$ cat src/rtl/sirq_pkg.sv
package sirq_pkg;

    typedef enum logic [2:0] {
        ST_IDLE   = 3'd0,
        ST_SLVST  = 3'd1,
        ST_STA_TA = 3'd2,
        ST_FRAME  = 3'd3,
        ST_STOP   = 3'd4
    } sirq_st_e;

    localparam logic [1:0] PH_SAMPLE = 2'd0;
    localparam logic [1:0] PH_RECOV  = 2'd1;
    localparam logic [1:0] PH_TURN   = 2'd2;

endpackage

$ cat src/rtl/sirq_run_cnt.sv
module sirq_run_cnt #(
    parameter int MAXV = 9,
    localparam int W = $clog2(MAXV + 1)
) (
    input  logic         clk,
    input  logic         rst_n,
    input  logic         hit_i,
    output logic [W-1:0] run_o
);
    localparam logic [W-1:0] MAX_C = W'(MAXV);

    logic [W-1:0] run_d, run_q;

    always_comb begin
        run_d = run_q;
        if (!hit_i) begin
            run_d = '0;
        end else if (run_q != MAX_C) begin
            run_d = run_q + 1'b1;
        end
    end

    always_ff @(posedge clk or negedge rst_n) begin
        if (!rst_n) run_q <= '0;
        else        run_q <= run_d;
    end

    assign run_o = run_q;
endmodule

$ cat src/rtl/sirq_slot_drive.sv
module sirq_slot_drive #(
    parameter int NSLOT = 17,
    localparam int SLW = $clog2(NSLOT)
) (
    input  logic             is_frame,
    input  logic             slv_drive,
    input  logic [SLW-1:0]   slot,
    input  logic [1:0]       phase,
    input  logic [NSLOT-1:0] lat,
    output logic             oe,
    output logic             dout
);
    import sirq_pkg::*;

    logic hit;

    always_comb begin
        hit = 1'b0;
        for (int i = 0; i < NSLOT; i++) begin
            if (slot == SLW'(i)) hit = lat[i];
        end
    end

    always_comb begin
        oe   = 1'b0;
        dout = 1'b1;
        if (slv_drive) begin
            oe   = 1'b1;
            dout = 1'b0;
        end else if (is_frame && hit && phase != PH_TURN) begin
            oe   = 1'b1;
            dout = (phase == PH_RECOV);
        end
    end
endmodule

$ cat src/rtl/sirq_slave.sv
module sirq_slave #(
    parameter int NIRQ      = 16,
    parameter int START_MIN = 4,
    parameter int START_MAX = 8,
    parameter int WDOG_LIM  = 96
) (
    input  logic            clk,
    input  logic            rst_n,
    input  logic [NIRQ-1:0] irq_pend,
    input  logic            iochck_req,
    input  logic            line_in,
    output logic            line_out,
    output logic            line_oe
);
    import sirq_pkg::*;

    localparam int NSLOT = NIRQ + 1;
    localparam int SLW   = $clog2(NSLOT);
    localparam int LCW   = $clog2(START_MAX + 2);
    localparam int WDW   = $clog2(WDOG_LIM + 1);

    localparam logic [LCW-1:0] SMIN_C = LCW'(START_MIN);
    localparam logic [LCW-1:0] SMAX_C = LCW'(START_MAX);
    localparam logic [LCW-1:0] QUIET_C = LCW'(2);
    localparam logic [LCW-1:0] CONT_C  = LCW'(3);
    localparam logic [WDW-1:0] WD_C   = WDW'(WDOG_LIM);
    localparam logic [SLW-1:0] LAST_C = SLW'(NSLOT - 1);

    typedef struct packed {
        sirq_st_e         st;
        logic [SLW-1:0]   slot;
        logic [1:0]       phase;
        logic [NSLOT-1:0] lat;
        logic             quiet;
    } sirq_regs_t;

    localparam sirq_regs_t RST_C = '{
        st: ST_IDLE, slot: '0, phase: PH_SAMPLE, lat: '0, quiet: 1'b0
    };

    sirq_regs_t d, q;

    logic [LCW-1:0] low_run;
    logic [WDW-1:0] high_run;
    logic in_frame, in_stop, ph_zero, wd_hit, quiet_mode, any_req, start_ok;

    sirq_run_cnt #(.MAXV(START_MAX + 1)) u_low_run (
        .clk   (clk),
        .rst_n (rst_n),
        .hit_i (!line_in),
        .run_o (low_run)
    );

    sirq_run_cnt #(.MAXV(WDOG_LIM)) u_high_run (
        .clk   (clk),
        .rst_n (rst_n),
        .hit_i (line_in),
        .run_o (high_run)
    );

    assign in_frame   = (q.st == ST_FRAME);
    assign in_stop    = (q.st == ST_STOP);
    assign ph_zero    = (q.phase == PH_SAMPLE);
    assign wd_hit     = (high_run >= WD_C);
    assign quiet_mode = q.quiet;
    assign any_req    = (|irq_pend) || iochck_req;
    assign start_ok   = line_in && (low_run >= SMIN_C) && (low_run <= SMAX_C);

    always_comb begin
        d = q;
        unique case (q.st)
            ST_IDLE: begin
                if (start_ok) begin
                    d.st  = ST_STA_TA;
                    d.lat = {iochck_req, irq_pend};
                end else if (line_in && q.quiet && any_req) begin
                    d.st = ST_SLVST;
                end
            end
            ST_SLVST: begin
                d.st = ST_IDLE;
            end
            ST_STA_TA: begin
                if (!line_in || wd_hit) begin
                    d.st = ST_IDLE;
                end else begin
                    d.st    = ST_FRAME;
                    d.slot  = '0;
                    d.phase = PH_SAMPLE;
                end
            end
            ST_FRAME: begin
                if (!line_in && !ph_zero) begin
                    d.st = ST_IDLE;
                end else if (line_in && wd_hit) begin
                    d.st = ST_IDLE;
                end else if (q.phase == PH_TURN) begin
                    d.phase = PH_SAMPLE;
                    if (q.slot == LAST_C) begin
                        d.st = ST_STOP;
                    end else begin
                        d.slot = q.slot + 1'b1;
                    end
                end else begin
                    d.phase = q.phase + 1'b1;
                end
            end
            ST_STOP: begin
                if (line_in) begin
                    if (low_run != '0) begin
                        d.st = ST_IDLE;
                        if (low_run == QUIET_C)     d.quiet = 1'b1;
                        else if (low_run == CONT_C) d.quiet = 1'b0;
                    end else if (wd_hit) begin
                        d.st = ST_IDLE;
                    end
                end
            end
            default: d.st = ST_IDLE;
        endcase
    end

    always_ff @(posedge clk or negedge rst_n) begin
        if (!rst_n) q <= RST_C;
        else        q <= d;
    end

    sirq_slot_drive #(.NSLOT(NSLOT)) u_drive (
        .is_frame  (in_frame),
        .slv_drive (q.st == ST_SLVST),
        .slot      (q.slot),
        .phase     (q.phase),
        .lat       (q.lat),
        .oe        (line_oe),
        .dout      (line_out)
    );
endmodule

$ cat config.mk
export PLATFORM = sky130hd
export DESIGN_NAME = sirq_slave
export DESIGN_NICKNAME = d
export VERILOG_FILES = /design/src/rtl/sirq_pkg.sv /design/src/rtl/sirq_run_cnt.sv /design/src/rtl/sirq_slot_drive.sv /design/src/rtl/sirq_slave.sv
export SDC_FILE = /design/constraint.sdc
export NUM_CORES = 1
export LEC_CHECK = 0
export ABC_AREA = 1
export BUFFER_PORTS_ARGS = -buffer_cell sky130_fd_sc_hd__buf_2
export CAP_MARGIN = 30
export CORE_ASPECT_RATIO = 1.75
export CORE_MARGIN = 2
export CORE_UTILIZATION = 65
export CTS_BUF_LIST = sky130_fd_sc_hd__clkbuf_4 sky130_fd_sc_hd__clkbuf_8
export DETAILED_ROUTE_END_ITERATION = 8
export HOLD_SLACK_MARGIN = 0.15
export PLACE_DENSITY = 0.86
export SLEW_MARGIN = 20
export SYNTH_ARGS = -nofsm -noshare
export SYNTH_HDL_FRONTEND = slang
export SYNTH_SLANG_ARGS = --single-unit
$ cat constraint.sdc
create_clock -name clk -period 3.55 [get_ports clk]
set_input_delay 0.1775 -clock clk [delete_from_list [all_inputs] [get_ports clk]]
set_output_delay 0.1775 -clock clk [all_outputs]
set_load 0.03 [all_outputs]
# Yosys cells after proc, flatten, opt, wreduce, memory -nomap -nowiden

Index checks and enable logic that the tools add are counted.

Order comparisons: 3
Mux-type cells: 44
Eq/ne operators: 38
$add $sub $neg: 4
Reduce and logical (&&, ||, !) cells: 25

Operator list:

| operator                                            | number |
|---|---|
| equality test 5 x 4 -> 1 bit, second input constant | 8 |
| 2-to-1 mux 7 bit                                    | 5 |
| 2-to-1 mux 3 bit                                    | 8 |
| 2-to-1 mux 1 bit                                    | 23 |
| equality test 5 x 3 -> 1 bit, second input constant | 4 |
| OR reduction 16 bit                                 | 1 |
| inequality test 2 bit, second input constant        | 7 |
| case mux 7 bit (2 select lines)                     | 1 |
| inequality test 4 bit, second input constant        | 3 |
| case mux 3 bit (4 select lines)                     | 1 |
| equality test 5 x 2 -> 1 bit, second input constant | 2 |
| equality test 4 x 2 -> 1 bit, second input constant | 2 |
| logical AND 1 bit                                   | 8 |
| 2-to-1 mux 4 bit                                    | 2 |
| 2-to-1 mux 8 bit                                    | 1 |
| AND reduction 4 bit                                 | 2 |
| adder 7 x 1 -> 7 bit, second input constant         | 1 |
| >= comparator 7 bit, second input constant          | 1 |
| inequality test 7 bit, second input constant        | 1 |
| equality test 3 x 2 -> 1 bit, second input constant | 2 |
| AND reduction 6 bit                                 | 1 |
| nonzero test 2 bit                                  | 3 |
| adder 5 x 1 -> 5 bit, second input constant         | 1 |
| equality test 5 x 1 -> 1 bit, second input constant | 1 |
| 22 further kinds                                    | 25 |

Output and inout port bits: 2
Register bits: 39
Input port bits: 20
Logic and storage cells: 121

# Longest topological paths before layout

Gate-level depths: netlist (run 1).

Depth in word-level cells: 22
Gate-level depth with buffers: 23
Depth with buffers taken out: 23

# Hierarchy

From an unflattened synthesis (run 1), not the netlist that was laid out.

Cells, all modules: 339
Area total of the unflattened synthesis: 2419.8 um^2

By module, submodules not included:

| module                     | cells an instance | seq. area each (um^2) | area each (um^2) | instances |
|---|---|---|---|---|
| sirq_slave                 | 192               | 700.7                 | 1477.7           | 1 |
| sirq_run_cnt at u_high_run | 55                | 175.2                 | 409.1            | 1 |
| sirq_slot_drive            | 63                | 0.0                   | 296.5            | 1 |
| sirq_run_cnt at u_low_run  | 29                | 100.1                 | 236.5            | 1 |

# Worst setup path after synthesis (run 1)

Ideal clock, no wire load.

Path kind: reg-to-output
From: register q[20] in the netlist's numbering
To: output line_out
Data required time: 3372 ps
Arrival: 1924 ps
Path buffers: 0
Stages on the path, launching flop included: 22
Slack: 1448 ps
Cell sequence: dfrtp_1 > inv_1 > ha_1 > inv_1 > nor2_1 > nand3_1 > nand2_1 > inv_2 > nand2_1 > nand2_1 > nand2_1 > nand2_1 > nand2_1 > nand2_1 > nand2_1 > nand2_1 > nand2_1 > nand2_1 > nand2_1 > nand2_1 > nand2_2 > nand2_2

Longest elaborated chain between the ends: 22
Elaborated cells between the ends (all ways): 38
Classes of those cells: eq/ne: 16; mux: 19; reduce/logical: 3

Ends and longest elaborated chain:

| item                             | RTL line              | text |
|---|---|---|
| start: declaration               | sirq_slave.sv:41      | `sirq_regs_t d, q;` |
| start signal: assignment         | sirq_slave.sv:124     | `if (!rst_n) q <= RST_C;` |
| start signal: assignment         | sirq_slave.sv:125     | `else q <= d;` |
| zero test 5 bit                  | sirq_slot_drive.sv:20 | `if (slot == SLW'(i)) hit = lat[i];` |
| 2-to-1 mux 1 bit (16 in a row)   | sirq_slot_drive.sv:20 |  |
| 2-to-1 mux 1 bit *               | sirq_slot_drive.sv:20 |  |
| logical AND 1 bit * (2 in a row) | sirq_slot_drive.sv:30 | `end else if (is_frame && hit && phase != PH_TURN) begin` |
| 2-to-1 mux 1 bit *               | sirq_slot_drive.sv:30 |  |
| 2-to-1 mux 1 bit *               | sirq_slot_drive.sv:27 | `if (slv_drive) begin` |
| end: declaration                 | sirq_slave.sv:12      | `output logic line_out,` |

Mark *: on every way between the ends. The rest lies on a longest branch, timed or not.

# Worst setup path after layout (run 1)

Ends and elaborated chain as after synthesis.

==> results.json, run 1 <==
{
  "status": "completed",
  "criticalPathCategory": "reg2out",
  "ys_warn_count": 0,
  "powerDensity_nw_per_um2": 601,
  "cp.arrival_ns": 2.50,
  "yosys.area_share.simple_pct": 26.9,
  "worst_setup_path_end_kind": "output port",
  "cp.required_ns": 3.37,
  "coreArea_sq_um": 3360,
  "hold_class": "in2reg",
  "wl_mm": 5.35,
  "worstPathBufferInverterCount": 3,
  "first_pass_iters": 4,
  "cpPeakStageDelay_ns": 0.42,
  "place_ws_ns": 1.25,
  "cp_max_fo": 5,
  "grt_first_pass_wirelength_mm": 8.83,
  "track_usage_pct": 29.1,
  "grt_antenna_before_repair": 0,
  "p_leak_uw": 0.00137,
  "ctsResizeCount": 0,
  "drtIter0Drc": 75,
  "finalSetupViolCount": 0,
  "period_share_pct": 75.5,
  "worst_pin_slew_ns": 0.542,
  "syn_to_final_growth_pct": 18.8,
  "clock_sinks": 39,
  "synth_xor_area_share_pct": 1.16,
  "overflow": 0,
  "finalHoldViolations": 0,
  "fin_skew_ns": 0.0123,
  "finalNonFillerCells": 362,
  "crit_top_cell": "nand2_1",
  "drc": 0,
  "synth_compound_area_share_pct": 8.61,
  "cap_violations": 0,
  "synth_cell_type_count": 33,
  "fin_ws_ns": 0.870,
  "synth_fa_ha_area_share_pct": 6.07,
  "drive_above_1_share_pct": 17.0,
  "syn_area_sq_um": 2270,
  "io_pins": 22,
  "place_hpwl_mm": 3.58,
  "irDropWorstVdd_v": 0.000493,
  "portBuffers": 21,
  "relSlewSlack_pct": 63.8,
  "ys_seq_area_share_pct": 43.0,
  "final_nets": 347,
  "synth_area_per_cell_sq_um": 8.21,
  "grt_pass1_vias": 2048,
  "synth_edf_count": 0,
  "crit_family": "simple AND/OR/NAND/NOR gates",
  "layout_commonest_cell": "nand2_1",
  "tns_ns": 0,
  "numCtsBuffers": 5,
  "fmax_ghz": 0.373,
  "dp_cells": 338,
  "die_h_um": 82.1,
  "crit_chain": "inv_1 > ha_1 > nand2_1 > inv_1 > nand2_1 > nand3_1 > nand2_1 > nand2_1 > nand2_1 > nand2_1 > nand2_1 > nand2_1 > nand2_1 > nand2_1 > nand2_1 > nand2_1 > nand2_1 > nand2_1 > nand2_1 > nand2_1 > nand2_1 > nand2_2 > nand2_2 > buf_2",
  "die-width_um": 48.6,
  "cts_max_level": 2,
  "synth-main-ff-cell": "dfrtp_1",
  "synthMuxAreaShare_pct": 5.46,
  "rsz0062_at_grt": "no",
  "startpoint_type": "flip-flop",
  "worstSkewPairLatency_ns": 0.30,
  "drv_slew": 0,
  "synth_top_family_by_area": "simple AND/OR/NAND/NOR gates",
  "rows": 28,
  "wire_per_inst_um": 14.8,
  "antenna_cells": 0,
  "clockRootBuffer": "clkbuf_8",
  "die_area_sq_um": 3990,
  "globalplace.congestion": 0.830,
  "viasPerCell": 5.56,
  "initial_core_util_pct": 67.4,
  "syn_nets": 307,
  "ys_seq_elements": 39,
  "cts_max_path_buffers": 2,
  "cts_setup_buffers": 0,
  "period_needed_ns": 2.68,
  "r2r_slack_ns": 1.63,
  "synthCells": 276,
  "hold_buffers": 15,
  "vias": 2011,
  "cts_tree": "built",
  "antenna_left": 0,
  "grt_max_degree": 40,
  "mostFrequentLayoutCells": "nand2_1 (44), dfrtp_1 (39), inv_1 (35)",
  "critical-path-slowest-cell": "dfrtp_1",
  "clk_pin_slew_worst_paths_ns": 0.08,
  "synthArstFlopShare_pct": 100
}
[worst register-to-register path, stage by stage (launching register included)]
cell and delay [ns]:
dfrtp_1 0.41, inv_1 0.13, ha_1 0.18, nand2_1 0.06
nand2_1 0.09, nand3_2 0.44, mux2_1 0.50
[routing by layer]
metal  share of wire, %  global-route usage [%]  routed length, um  up-vias
li1                   -                       -                  -      989
met3                2.9                    4.32                156       11
met5                  0                       0                  0        -
met4                3.4                    14.0                180        0
met2                 55                    57.1               2940       49
met1                 39                    30.0               2070      962
[power breakdown]
group	leakage [uW]	internal (uW)	switching (uW)	total, uW
combinational	0.000803	222	351	573
sequential	0.000505	572	103	675
clock	0.0000581	209	160	369
[synth_stat cells (all sizes together) (2+ instances only)]
library cell	n	area (sq um)
mux2	11	124
or2	3	21.3
a21oi	10	50.1
inv	43	161
and3	3	18.8
buf	3	15.0
nand4	9	56.3
dfrtp	39	976
nor3	10	50.1
o211ai	2	15.0
nand3	25	135
nor3b	3	22.5
xor2	2	17.5
o21ai	21	109
nor4	2	12.5
nor2	26	110
ha	11	138
nand2	47	184
[worst paths after layout]
kind,cells past startpoint,end,from
hold / removal,3,q[14],irq_pend[13]
max in group asynchronous,3,u_low_run.run_o[1],rst_n
min in group asynchronous,2,q[4],rst_n
setup / recovery,24,line_out,q[20]
setup reg to reg,6,q[13],u_low_run.run_o[0]
hold reg to reg,2,quiet_mode,quiet_mode
[cells by family after synthesis]
kind of cell    after synthesis
compound gates               36
simple gates                128
buf+inv                      48
mux                          11
fa+ha+maj                    11
flops                        39
xor+xnor                      3
[metrics by stage]
stage	hold slack (ns)	power [uW]	cell area [sq um]	util [%]
2_1_floorplan	-0.118	1070	2270	-
3_3_place_gp	0.324	1190	2410	71.7
3_5_place_dp	0.334	1210	2410	71.7
4_1_cts	0.152	1600	2670	79.5
5_1_grt	0.155	1720	2690	80.1
6_report	0.157	1620	2690	80.1
[flip-flops by register name, summed over array words and instances, names as in the netlist]
signal            count
q                    27
quiet_mode            1
u_high_run.run_o      7
u_low_run.run_o       4
[cell type report]
cell class                 instances  area [sq um]
clock buffer                       5          68.8
clock inverter                     3          43.8
fill                             242           671
inverter                          44           179
multi-input combinational        189          1090
sequential                        39           976
tap                               45          56.3
timing repair buffer              37           275
Note: power is estimated with default switching activity, not from simulation.
==> inputs of run 2 (changes only) <==
- ABC_AREA: 1 -> 0
- CORE_UTILIZATION: 65 -> 61
- PLACE_DENSITY: 0.86 -> 0.82
- clock period: 3.55 -> 2.8 ns (I/O delays scaled with it)
==> results.json, run 2 <==
{
  "status": "completed",
  "portBuffers": 21,
  "critical-path-slowest-cell": "dfrtp_1",
  "pwr-share-clk_pct": 21.7,
  "p_switching_uw": 568,
  "grt_max_degree": 40,
  "grt_first_pass_wirelength_mm": 8.76,
  "syn_area_sq_um": 2330,
  "cp.required_ns": 2.66,
  "powerDensity_nw_per_um2": 642,
  "final_nets": 307,
  "crit_chain": "inv_1 > ha_1 > nor3b_1 > o311ai_1 > a31oi_1 > a211o_1 > a21oi_1 > buf_2",
  "largest_reg_flops": 27,
  "drc": 0,
  "relSlewSlack_pct": 61.4,
  "period_needed_ns": 2.49,
  "hold_class": "in2reg",
  "place_hpwl_mm": 3.74,
  "synth_common_cells": "dfrtp_1 (39), nor2_1 (21), nand2_1 (17), inv_1 (13), nand3_1 (12)",
  "clock_sinks": 39,
  "whs_path_depth": 2,
  "first_pass_iters": 4,
  "p_seq_share_pct": 49.7,
  "pwr-share-comb_pct": 28.6,
  "overflow": 0,
  "syn_to_final_growth_pct": 17.7,
  "ys_seq_elements": 39,
  "period_share_pct": 88.8,
  "grt_antenna_before_repair": 0,
  "cp_num_cells": 8,
  "die-width_um": 50.7,
  "rr_worst_depth": 6,
  "synth_cell_type_count": 49,
  "use_met1_pct": 29.9,
  "swShare_pct": 32.2,
  "hold_buffers": 18,
  "globalplace.congestion": 0.814,
  "antenna_cells": 0,
  "viasPerCell": 5.84,
  "worstPathBufferInverterCount": 2,
  "numCtsBuffers": 5,
  "crit_start": "q[21]",
  "die_h_um": 85.8,
  "track_usage_pct": 27.2,
  "grt_pass1_vias": 1842,
  "worstSkewPairLatency_ns": 0.29,
  "met2_usage_pct": 49.2,
  "clockRootBuffer": "clkbuf_8",
  "drv_slew": 0,
  "vias": 1885,
  "r2r_slack_ns": 0.92,
  "tns_ns": 0,
  "design_area_sq_um": 2750,
  "cts_max_path_buffers": 2,
  "cap_violations": 0,
  "fmax_ghz": 0.402,
  "wl_mm": 5.34,
  "cts_tree": "built",
  "coreArea_sq_um": 3630,
  "startpoint_type": "flip-flop",
  "rr_startpoint": "u_low_run.run_o[0]",
  "yosysMostFrequentCell": "dfrtp_1",
  "layout_commonest_cell": "dfrtp_1",
  "cp-endpoint": "line_oe",
  "cpPeakStageDelay_ns": 0.43,
  "synth-main-ff-cell": "dfrtp_1",
  "cp.arrival_ns": 2.35,
  "finalHoldViolations": 0,
  "synthArstFlopShare_pct": 100,
  "ys_seq_area_share_pct": 41.8,
  "ys_warn_count": 0,
  "place_area_sq_um": 2460,
  "syn_nets": 267,
  "synth_area_per_cell_sq_um": 9.88,
  "drive_above_1_share_pct": 19.5,
  "r2r_end": "q[10]",
  "cts_setup_buffers": 0,
  "die_area_sq_um": 4350,
  "criticalPathCategory": "reg2out",
  "wire_per_inst_um": 16.5,
  "p_leak_uw": 0.00123,
  "ctsResizeCount": 0,
  "clk_pin_slew_worst_paths_ns": 0.08,
  "mostFrequentLayoutCells": "dfrtp_1 (39), nor2_1 (21), buf_2 (21)",
  "synth_edf_count": 0,
  "grtUsageMet3_pct": 4.36,
  "antenna_left": 0,
  "fin_skew_ns": 0.0114,
  "rsz0062_at_grt": "no",
  "worst_setup_path_end_kind": "output port",
  "worst_pin_slew_ns": 0.574,
  "yosys-top-cells-area": "dfrtp_1 (42%), ha_1 (5.9%), mux2_4 (5.8%)",
  "crit_family": "compound AO/OA/AOI/OAI gates",
  "synth_area_leader_cell": "dfrtp_1",
  "drtIter0Drc": 76,
  "io_pins": 22,
  "cp_max_fo": 10,
  "grt.busiest_layer": "met2",
  "initial_core_util_pct": 64.3,
  "synthCells": 236,
  "rows": 29,
  "finalSetupViolCount": 0,
  "intPower_uw": 1200,
  "cts_max_level": 2,
  "irDropWorstVdd_v": 0.000520,
  "netlist.area_leader.share_pct": 41.8,
  "top_register": "q"
}
run 2: cell types whose count changed in the layout (fill, tap and decap cells not counted), moves of 7 or more:
| cell | previous run | this run |
|---|---|---|
| nand2_1 | 44 | 17 |
| inv_1 | 35 | 13 |
| o21ai_0 | 20 | 5 |
| nand3_1 | 23 | 12 |
| mux2_4 | 0 | 9 |
| inv_2 | 8 | 0 |
| nand2b_1 | 0 | 8 |
| nand4_1 | 9 | 1 |
| mux2_1 | 7 | 0 |
run 2: power groups by stage:
stage               Combinational (uW)  Clock (uW)  Sequential (uW)
floorplan                          409           0              798
global placement                   455           0              881
detailed placement                 473           0              884
CTS                                497         389              874
global route                       552         415              894
finish                             504         383              877
run 2: worst min-delay path by stage:
stage,from,endpoint,slack [ns]
after floorplan,rst_n,q[10],-0.16
after global placement,rst_n,q[8],0.29
after detailed placement,rst_n,q[8],0.29
after CTS,line_in,u_low_run.run_o[0],0.22
after global routing,line_in,u_low_run.run_o[1],0.23
final,line_in,u_low_run.run_o[0],0.22
run 2: cells by family (layout without fill, tap and decap cells):
logic type | count (synthesis) | after routing | synth area share (%)
buffers and inverters | 20 | 61 | 3.76
XOR/XNOR | 11 | 11 | 4.13
adder cells (fa/ha/maj) | 11 | 11 | 5.90
flip-flops | 39 | 39 | 41.8
AO/OA/AOI/OAI | 44 | 44 | 12.7
AND/OR/NAND/NOR | 93 | 93 | 21.6
multiplexers | 18 | 18 | 10.1
run 2: area by class of cell:
type	instances	area, sq um
fillers	259	883
well taps	46	57.6
flip-flops and latches	39	976
inverters	13	48.8
clock buffers	7	83.8
repair buffers	40	305
clock inverters	1	5.00
multi-input cells	177	1270
run 2: per-layer routing:
layer	vias to the layer above	routed length [um]
met5	-	0
met4	0	255
met3	18	161
met2	49	2880
met1	899	2040
li1	919	-
run 2: worst reg2reg max path: stages (launching register included):
cell and delay, ns:
dfrtp_1 0.43, inv_1 0.11, ha_1 0.19, nand2b_1 0.08
a21oi_2 0.24, nand3_4 0.31, mux2_4 0.41
run 2: through the flow:
stage	worst slack [ns]	util [%]	instances	hold slack (ns)	power, uW
2_1_floorplan	0.661	-	236	-0.156	1210
3_3_place_gp	0.748	67.7	296	0.290	1340
3_5_place_dp	0.668	67.7	296	0.295	1360
4_1_cts	0.352	75.1	322	0.216	1760
5_1_grt	0.175	75.7	323	0.228	1860
6_report	0.314	75.7	323	0.220	1760
